[config.mk]
export PLATFORM = sky130hd
export DESIGN_NAME = vlock_flywheel
export DESIGN_NICKNAME = d
export VERILOG_FILES = /design/src/rtl/vlock_pkg.sv /design/src/rtl/vlock_ref_track.sv /design/src/rtl/vlock_window.sv /design/src/rtl/vlock_state.sv /design/src/rtl/vlock_flywheel.sv
export SDC_FILE = /design/constraint.sdc
export NUM_CORES = 1
export LEC_CHECK = 0
export BUFFER_PORTS_ARGS = -buffer_cell sky130_fd_sc_hd__buf_2
export CORE_MARGIN = 4
export CORE_UTILIZATION = 51
export DETAILED_ROUTE_END_ITERATION = 16
export GPL_ROUTABILITY_DRIVEN = 0
export PLACE_DENSITY = 0.7
export SYNTH_ARGS = -nofsm -noshare
export SYNTH_HDL_FRONTEND = slang
export SYNTH_SLANG_ARGS = --single-unit
[constraint.sdc]
create_clock -name clk -period 2.25 [get_ports clk]
set_input_delay 0.1125 -clock clk [delete_from_list [all_inputs] [get_ports clk]]
set_output_delay 0.1125 -clock clk [all_outputs]
set_load 0.01 [all_outputs]
[src/rtl/vlock_pkg.sv]
package vlock_pkg;
    // Outcome of one field's coincidence test
    typedef enum logic [1:0] {
        EVT_NONE = 2'd0,
        EVT_HIT  = 2'd1,
        EVT_MISS = 2'd2
    } fld_evt_e;
endpackage

[src/rtl/vlock_ref_track.sv]
// Picks the reference source and tracks horizontal periods since its last pulse.
module vlock_ref_track #(
    parameter int WIN_H = 2
) (
    input  logic clk,
    input  logic rst_n,
    input  logic h_tick,
    input  logic csync_vpulse,
    input  logic pin_vpulse,
    input  logic ref_sel,
    output logic ref_now,
    output logic ref_recent
);
    localparam int AGE_W = $clog2(WIN_H + 2);
    localparam logic [AGE_W-1:0] AGE_SAT = AGE_W'(WIN_H + 1);
    localparam logic [AGE_W-1:0] AGE_WIN = AGE_W'(WIN_H);

    typedef struct packed {
        logic [AGE_W-1:0] age;
    } trk_t;

    trk_t trk_d, trk_q;

    always_comb begin
        trk_d   = trk_q;
        ref_now = ref_sel ? pin_vpulse : csync_vpulse;
        // A tick in the reference cycle itself is not "between" the pulses
        if (ref_now) begin
            trk_d.age = '0;
        end else if (h_tick && (trk_q.age != AGE_SAT)) begin
            trk_d.age = trk_q.age + 1'b1;
        end
        ref_recent = ref_now || (trk_q.age <= AGE_WIN);
    end

    always_ff @(posedge clk) begin
        if (!rst_n) begin
            trk_q.age <= AGE_SAT;
        end else begin
            trk_q <= trk_d;
        end
    end

    // the age counter never runs past its saturation value
    a_r4_age_bounded: assert property (@(posedge clk) disable iff (!rst_n)
        trk_q.age <= AGE_SAT);

    // a selected reference pulse always restarts the age
    a_r4_age_restart: assert property (@(posedge clk) disable iff (!rst_n)
        ref_now |=> (trk_q.age == '0));
endmodule

[src/rtl/vlock_window.sv]
// Judges each field as hit or miss against a +/- WIN_H horizontal window.
module vlock_window
    import vlock_pkg::*;
#(
    parameter int WIN_H = 2
) (
    input  logic     clk,
    input  logic     rst_n,
    input  logic     h_tick,
    input  logic     int_vpulse,
    input  logic     ref_now,
    input  logic     ref_recent,
    output fld_evt_e fld_evt
);
    localparam int CNT_W = (WIN_H < 1) ? 1 : $clog2(WIN_H + 1);
    localparam logic [CNT_W-1:0] CNT_LAST = CNT_W'(WIN_H);

    typedef struct packed {
        logic             open;
        logic [CNT_W-1:0] cnt;
    } win_t;

    win_t win_d, win_q;

    always_comb begin
        win_d   = win_q;
        fld_evt = EVT_NONE;
        if (win_q.open) begin
            // Waiting for a late reference; further internal pulses are ignored
            if (ref_now) begin
                fld_evt    = EVT_HIT;
                win_d.open = 1'b0;
            end else if (h_tick) begin
                if (win_q.cnt == CNT_LAST) begin
                    fld_evt    = EVT_MISS;
                    win_d.open = 1'b0;
                end else begin
                    win_d.cnt = win_q.cnt + 1'b1;
                end
            end
        end else if (int_vpulse) begin
            if (ref_recent) begin
                fld_evt = EVT_HIT;
            end else begin
                win_d.open = 1'b1;
                win_d.cnt  = '0;
            end
        end
    end

    always_ff @(posedge clk) begin
        if (!rst_n) begin
            win_q <= '0;
        end else begin
            win_q <= win_d;
        end
    end

    // the open window never counts beyond WIN_H horizontal periods
    a_r4_window_bound: assert property (@(posedge clk) disable iff (!rst_n)
        win_q.open |-> (win_q.cnt <= CNT_LAST));

    // a window opens only on an internal pulse
    a_r4_open_cause: assert property (@(posedge clk) disable iff (!rst_n)
        $rose(win_q.open) |-> $past(int_vpulse));
endmodule

[src/rtl/vlock_state.sv]
// Hysteretic lock decision and rephase strobe generation.
module vlock_state
    import vlock_pkg::*;
#(
    parameter int LOCK_FIELDS   = 4,
    parameter int UNLOCK_FIELDS = 8
) (
    input  logic     clk,
    input  logic     rst_n,
    input  logic     ref_now,
    input  fld_evt_e fld_evt,
    output logic     lock,
    output logic     rephase
);
    localparam int HIT_W  = $clog2(LOCK_FIELDS + 1);
    localparam int MISS_W = $clog2(UNLOCK_FIELDS + 1);
    localparam logic [HIT_W-1:0]  HIT_LAST  = HIT_W'(LOCK_FIELDS - 1);
    localparam logic [MISS_W-1:0] MISS_LAST = MISS_W'(UNLOCK_FIELDS - 1);

    typedef struct packed {
        logic              lock;
        logic              rephase;
        logic [HIT_W-1:0]  hits;
        logic [MISS_W-1:0] misses;
    } lk_t;

    lk_t lk_d, lk_q;

    always_comb begin
        lk_d         = lk_q;
        // Pulse-for-pulse restart only while unlocked
        lk_d.rephase = ref_now && !lk_q.lock;
        if (!lk_q.lock) begin
            if (fld_evt == EVT_HIT) begin
                if (lk_q.hits == HIT_LAST) begin
                    lk_d.lock   = 1'b1;
                    lk_d.hits   = '0;
                    lk_d.misses = '0;
                end else begin
                    lk_d.hits = lk_q.hits + 1'b1;
                end
            end else if (fld_evt == EVT_MISS) begin
                lk_d.hits = '0;
            end
        end else begin
            if (fld_evt == EVT_MISS) begin
                if (lk_q.misses == MISS_LAST) begin
                    lk_d.lock   = 1'b0;
                    lk_d.hits   = '0;
                    lk_d.misses = '0;
                end else begin
                    lk_d.misses = lk_q.misses + 1'b1;
                end
            end else if (fld_evt == EVT_HIT) begin
                lk_d.misses = '0;
            end
        end
    end

    always_ff @(posedge clk) begin
        if (!rst_n) begin
            lk_q <= '0;
        end else begin
            lk_q <= lk_d;
        end
    end

    assign lock    = lk_q.lock;
    assign rephase = lk_q.rephase;

    // lock rises only when the last needed hit arrives
    a_r5_lock_after_hits: assert property (@(posedge clk) disable iff (!rst_n)
        $rose(lk_q.lock) |-> ($past(lk_q.hits) == HIT_LAST));

    // the hit count stays below the lock threshold
    a_r6_hits_bounded: assert property (@(posedge clk) disable iff (!rst_n)
        lk_q.hits <= HIT_LAST);

    // no rephase strobe in the cycle after a locked cycle
    a_r7_no_rephase_locked: assert property (@(posedge clk) disable iff (!rst_n)
        lk_q.lock |=> !lk_q.rephase);

    // lock falls only when the last tolerated miss arrives
    a_r8_unlock_after_misses: assert property (@(posedge clk) disable iff (!rst_n)
        $fell(lk_q.lock) |-> ($past(lk_q.misses) == MISS_LAST));
endmodule

[src/rtl/vlock_flywheel.sv]
module vlock_flywheel
    import vlock_pkg::*;
#(
    parameter int WIN_H         = 2,
    parameter int LOCK_FIELDS   = 4,
    parameter int UNLOCK_FIELDS = 8
) (
    input  logic clk,
    input  logic rst_n,
    input  logic h_tick,
    input  logic csync_vpulse,
    input  logic pin_vpulse,
    input  logic ref_sel,
    input  logic int_vpulse,
    output logic lock,
    output logic rephase
);
    logic     ref_now;
    logic     ref_recent;
    fld_evt_e fld_evt;

    vlock_ref_track #(.WIN_H(WIN_H)) u_track (
        .clk          (clk),
        .rst_n        (rst_n),
        .h_tick       (h_tick),
        .csync_vpulse (csync_vpulse),
        .pin_vpulse   (pin_vpulse),
        .ref_sel      (ref_sel),
        .ref_now      (ref_now),
        .ref_recent   (ref_recent)
    );

    vlock_window #(.WIN_H(WIN_H)) u_window (
        .clk        (clk),
        .rst_n      (rst_n),
        .h_tick     (h_tick),
        .int_vpulse (int_vpulse),
        .ref_now    (ref_now),
        .ref_recent (ref_recent),
        .fld_evt    (fld_evt)
    );

    vlock_state #(
        .LOCK_FIELDS   (LOCK_FIELDS),
        .UNLOCK_FIELDS (UNLOCK_FIELDS)
    ) u_state (
        .clk     (clk),
        .rst_n   (rst_n),
        .ref_now (ref_now),
        .fld_evt (fld_evt),
        .lock    (lock),
        .rephase (rephase)
    );

    // while unlocked, every selected reference pulse is followed by a rephase
    a_r3_rephase_follows: assert property (@(posedge clk) disable iff (!rst_n)
        (ref_now && !lock) |=> rephase);

    // a rephase is always caused by a selected reference pulse
    a_r3_rephase_cause: assert property (@(posedge clk) disable iff (!rst_n)
        rephase |-> $past(ref_now));
endmodule

# --- Yosys cells after proc, flatten, opt, wreduce, memory -nomap -nowiden ---
# Index checks and enable logic that the tools add are counted.
word_totals:
  register_bits: 14
  latch_bits: 0
  ram_bits: 0
  mem_bits_ro: 0
  out_inout_bits: 2
  n_memories: 0
op_classes:
  addsub: 4
  n_mul: 0
  n_div: 0
  magnitude_cmp: 1
  n_eq_ne: 12
  shifts: 0
  muxes: 33
  bitwise_logic: 0
  reduce_logical: 12
op_table:
  columns: ["operator", "n"]
  rows:
  - ["two-way mux 3 bit", 9]
  - ["two-way mux 4 bit", 5]
  - ["two-way mux 2 bit", 9]
  - ["!= test 2 bit, second input constant", 6]
  - ["nonzero test 2 bit", 5]
  - ["two-way mux 1 bit", 9]
  - ["two-way mux 7 bit", 1]
  - ["AND reduction 3 bit", 2]
  - ["AND reduction 5 bit", 1]
  - ["adder 2 x 1 -> 2 bit, second input constant", 2]
  - ["adder 4 x 1 -> 4 bit, second input constant", 1]
  - ["== test 2 bit, second input constant", 2]
  - ["== test 4 x 3 -> 1 bit, second input constant", 1]
  - ["adder 3 x 1 -> 3 bit, second input constant", 1]
  - ["== test 3 x 2 -> 1 bit, second input constant", 1]
  - ["== test 2 x 1 -> 1 bit, second input constant", 1]
  - ["less-or-equal comparator 2 bit, second input constant", 1]
  - ["logical AND 1 bit", 2]
  - ["!= test 2 x 1 -> 1 bit, second input constant", 1]
  - ["logical NOT 1 bit", 1]
  - ["logical OR 1 bit", 1]

# --- Logic depth before layout (Yosys ltp) ---
logic_depth:
  depth_word: 9
  depth_mapped: 9

# --- By module ---
# From an unflattened synthesis, not the netlist that was laid out.
unflattened:
  hier_cells: 85
  area_unflattened_um2: 809.5
by_module_without_submodules:
  columns: ["module", "instances", "cells_per_inst", "area_each_um2", "seq_area_each_um2"]
  rows:
  - ["vlock_state", 1, 52, 495.5, 180.2]
  - ["vlock_window", 1, 21, 188.9, 60.1]
  - ["vlock_ref_track", 1, 12, 125.1, 40.0]

# --- Worst setup path before layout ---
# OpenSTA, ideal clock, no wires.
synth_path:
  path_kind: "register to register"
  from: "register u_track.trk_q[0] in the netlist's numbering"
  to: "register u_state.lk_q[3] in the netlist's numbering"
  arrival_ps: 1814
  path_slack_ps: 319
  stages_incl_launch_ff: 9
  period_less_slack_ps: 1931
  cell_sequence: "dfxtp_1 -> ha_1 -> nor2_1 -> o22ai_1 -> ha_1 -> buf_6 -> nand4bb_1 -> a32o_1 -> a32o_1"
synth_between:
  elab_chain_cells: 8
  elab_cells_between_ends: 12
synth_rtl:
  columns: ["element", "line_no", "source"]
  rows:
  - ["from (decl)", "vlock_ref_track.sv:22", "trk_t trk_d, trk_q;"]
  - ["from (signal assigned)", "vlock_ref_track.sv:40", "trk_q <= trk_d;"]
  - ["less-or-equal comparator 2 bit *", "vlock_ref_track.sv:33", "ref_recent = ref_now || (trk_q.age <= AGE_WIN);"]
  - ["logical OR 1 bit *", "vlock_ref_track.sv:33", null]
  - ["two-way mux 1 bit *", "vlock_window.sv:42", "if (ref_recent) begin"]
  - ["two-way mux 2 bit *", "vlock_window.sv:41", "end else if (int_vpulse) begin"]
  - ["two-way mux 2 bit *", "vlock_window.sv:28", "if (win_q.open) begin"]
  - ["== test 2 x 1 -> 1 bit / == test 2 bit (equally long branches)", "vlock_state.sv:34, vlock_state.sv:54, vlock_state.sv:46", null]
  - ["nonzero test 2 bit (no line) / two-way mux 4 bit (equally long branches)", null, null]
  - ["AND reduction 3 bit (no line) / two-way mux 7 bit (equally long branches)", null, null]
  - ["to (signal assigned)", "vlock_state.sv:64", "lk_q <= lk_d;"]
  - ["to (decl)", "vlock_state.sv:27", "lk_t lk_d, lk_q;"]
# Every way passes the cells marked *; elsewhere a longest branch is shown, timed or not.
# A chain may end at the register's enable or synchronous reset.

# --- Worst setup path after layout ---
# Ends and elaborated chain as after synthesis.

==> out/results.txt <==
Finished Layout Cells - 109
post-synthesis sequential area ratio - 35.8%
Startpoint Class - flip-flop
die area - 2220 um^2
FMAX - 482 MHz
Clock Power Share - 35.2%
first-pass iteration count of the detailed router - 4
Final Hold Vio Count - 0
post-synthesis register bit count - 14
Gate power share - 13.5%
met3 Use GR - 6.90%
clock latency on the worst-skew pair - 290 ps
Pleak - 0.330 nW
DRC - 0
CTS Hold Buffers Added - 0
met1 Resource Use GR - 23.6%
commonest non-fill, non-tap cell in the layout - dfxtp_1
global-route met2 utilization - 23.6%
WHS - 96.0 ps
Synth top area share - 35.8%
Max IR drop VDD - 0.469 mV
nets - 108
root buffer cell - clkbuf_4
Synthesized Nets - 98
Inserted Clock Buffers - 3
Final min period - 2070 ps
RSZ-0062 raised after global routing - no
wire per inst - 14.4 um
Most Used Layer, Global Route - met2
r2r setup slk - 180 ps
share of post-route cells with drive strength above 1 - 16.0%
Post-Route Setup TNS - 0 ps
switching part of the total - 24.6%
hold depth - 2
final setup fails - 0
crit path DAT - 2250 ps
total power - 0.513 mW
Rows - 13
crit-path max FO - 9
vias in the first global route - 594
first-pass GRT wire length - 2590 um
clk slew on worst S/H paths - 90 ps
Clock Sink Count - 14
number of diodes - 0
pin count of the biggest net entering global routing - 12
placed insts - 105
largest cells by area after synthesis - dfxtp_1, ha_1, nand3_1
DRT antenna net count - 0
Max-cap violations - 0
P_int - 0.387 mW
Clock Path Buffers - 2
Port Buffers - 8
vias per cell - 5.98
status - complete, no violations
initial antenna violation count - 0
GRT Overall Usage - 17.1%
syn_area_per_cell - 9.20 um^2
total grt overflow - 0
CTS tree - yes
core area - 1370 um^2
critical path data required time - 2430 ps
vias - 652
DP Wirelength - 1130 um
Sw Pwr - 0.126 mW
kind of end point of the critical path - flip-flop
Total Wirelength - 1570 um
Synth-to-Final Area Change - 10.9%
Max Slew Vio Count - 0
largest area contributor in the netlist - dfxtp_1
I/O pin count - 9
Synth cell types - 31
Initial Util - 57.2%
synthesized area - 782 um^2
sequential power share - 51.3%
Die Ht - 47.2 um
Slew @ Worst Pin - 371 ps
most frequent cells in the layout - dfxtp_1, buf_2, nand3_1
Worst Skew - 8.83 ps
htree depth - 1
Initial DRC Count - 33
Pwr Density - 592 nW/um^2
kind of critical path - flip-flop to flip-flop
Yosys Warn Count - 0
worst hold-check path type - input pin to flip-flop
Syn Inst Count - 85
Tcrit/Tclk final - 92.2%
reg2reg path depth - 7
Die X - 47.2 um
worst relative slew slack - 75.2%
[flip-flops by register name, summed over array words and instances (netlist names)]
register,flops
u_state.lk_q,7
u_state.lock,1
u_state.rephase,1
u_track.trk_q,2
u_window.win_q,3
[per-stage QoR]
| step | utilization, % | instance area, um^2 | worst slack [ps] |
|---|---|---|---|
| after floorplan | - | 782 | 319 |
| after global placement | 59.6 | 815 | 259 |
| after detailed placement | 59.6 | 815 | 175 |
| after CTS | 62.3 | 851 | 159 |
| after global routing | 63.5 | 867 | 9.88 |
| final | 63.5 | 867 | 176 |
[what timing repair did]
item,CTS,global route
buffers inserted,0,0
resized for setup,0,1
endpoints found under the setup margin,0,1
hold endpoints to repair,0,0
[Yosys cell counts (all sizes together)]
library cell  number
o22ai              1
or4                1
dfxtp             14
nand4bb            1
mux2i              2
nand4b             3
nor2               3
nor2b              2
ha                 6
o21bai             1
nand3b             3
nand4              2
o21ai              3
a211oi             3
nor3               1
a21oi              6
a32o               2
o31ai              1
buf                3
nor3b              4
or3b               1
or4b               1
nand2              4
xnor2              1
mux2               1
inv                5
nand2b             2
a31oi              1
nand3              7
[worst max-delay path, stage by stage, from the launching register on]
cell and delay [ps]:
dfxtp_1 330, ha_1 230, nor2_1 90, o22ai_1 100
ha_1 430, nand4bb_4 290, a32o_1 240, a32o_1 250
[kinds of logic after synthesis]
family | Yosys count | share of synthesized area, %
xor gates and xnor gates | 1 | 1.12
muxes | 3 | 4.48
DFF | 14 | 35.8
adders and majority gates | 6 | 9.60
buffers and inverters | 8 | 5.76
AOI/OAI and AO/OA | 18 | 14.7
and+or+nand+nor | 35 | 28.5
[final timing paths]
kind	end	from
setup / recovery	u_state.lk_q[3]	u_track.trk_q[0]
hold / removal	u_track.trk_q[1]	rst_n
setup reg to reg	u_state.lk_q[3]	u_track.trk_q[0]
hold reg to reg	u_window.win_q[1]	u_window.win_q[1]
[area by class of cell]
class	count	area, um^2
Multi-Input combinational cell	63	473
Inverter	5	18.8
Clock buffer	4	36.3
Tap cell	15	18.8
Sequential cell	14	280
Fill cell	124	499
Timing Repair Buffer	8	40.0
[metal layers]
metal / up-vias / routed length (um)
li1: 337 / -
met4: 0 / 20
met5: - / 0
met1: 292 / 746
met3: 4 / 84
met2: 19 / 722
[power groups by stage]
stage	Combinational, mW	Clock (mW)	Sequential [mW]
detailed placement	0.0651	0	0.269
floorplan	0.0525	0	0.268
global route	0.0783	0.201	0.265
global placement	0.0636	0	0.268
CTS	0.0660	0.186	0.263
finish	0.0691	0.181	0.263
Power figures use the tool's default switching activity.
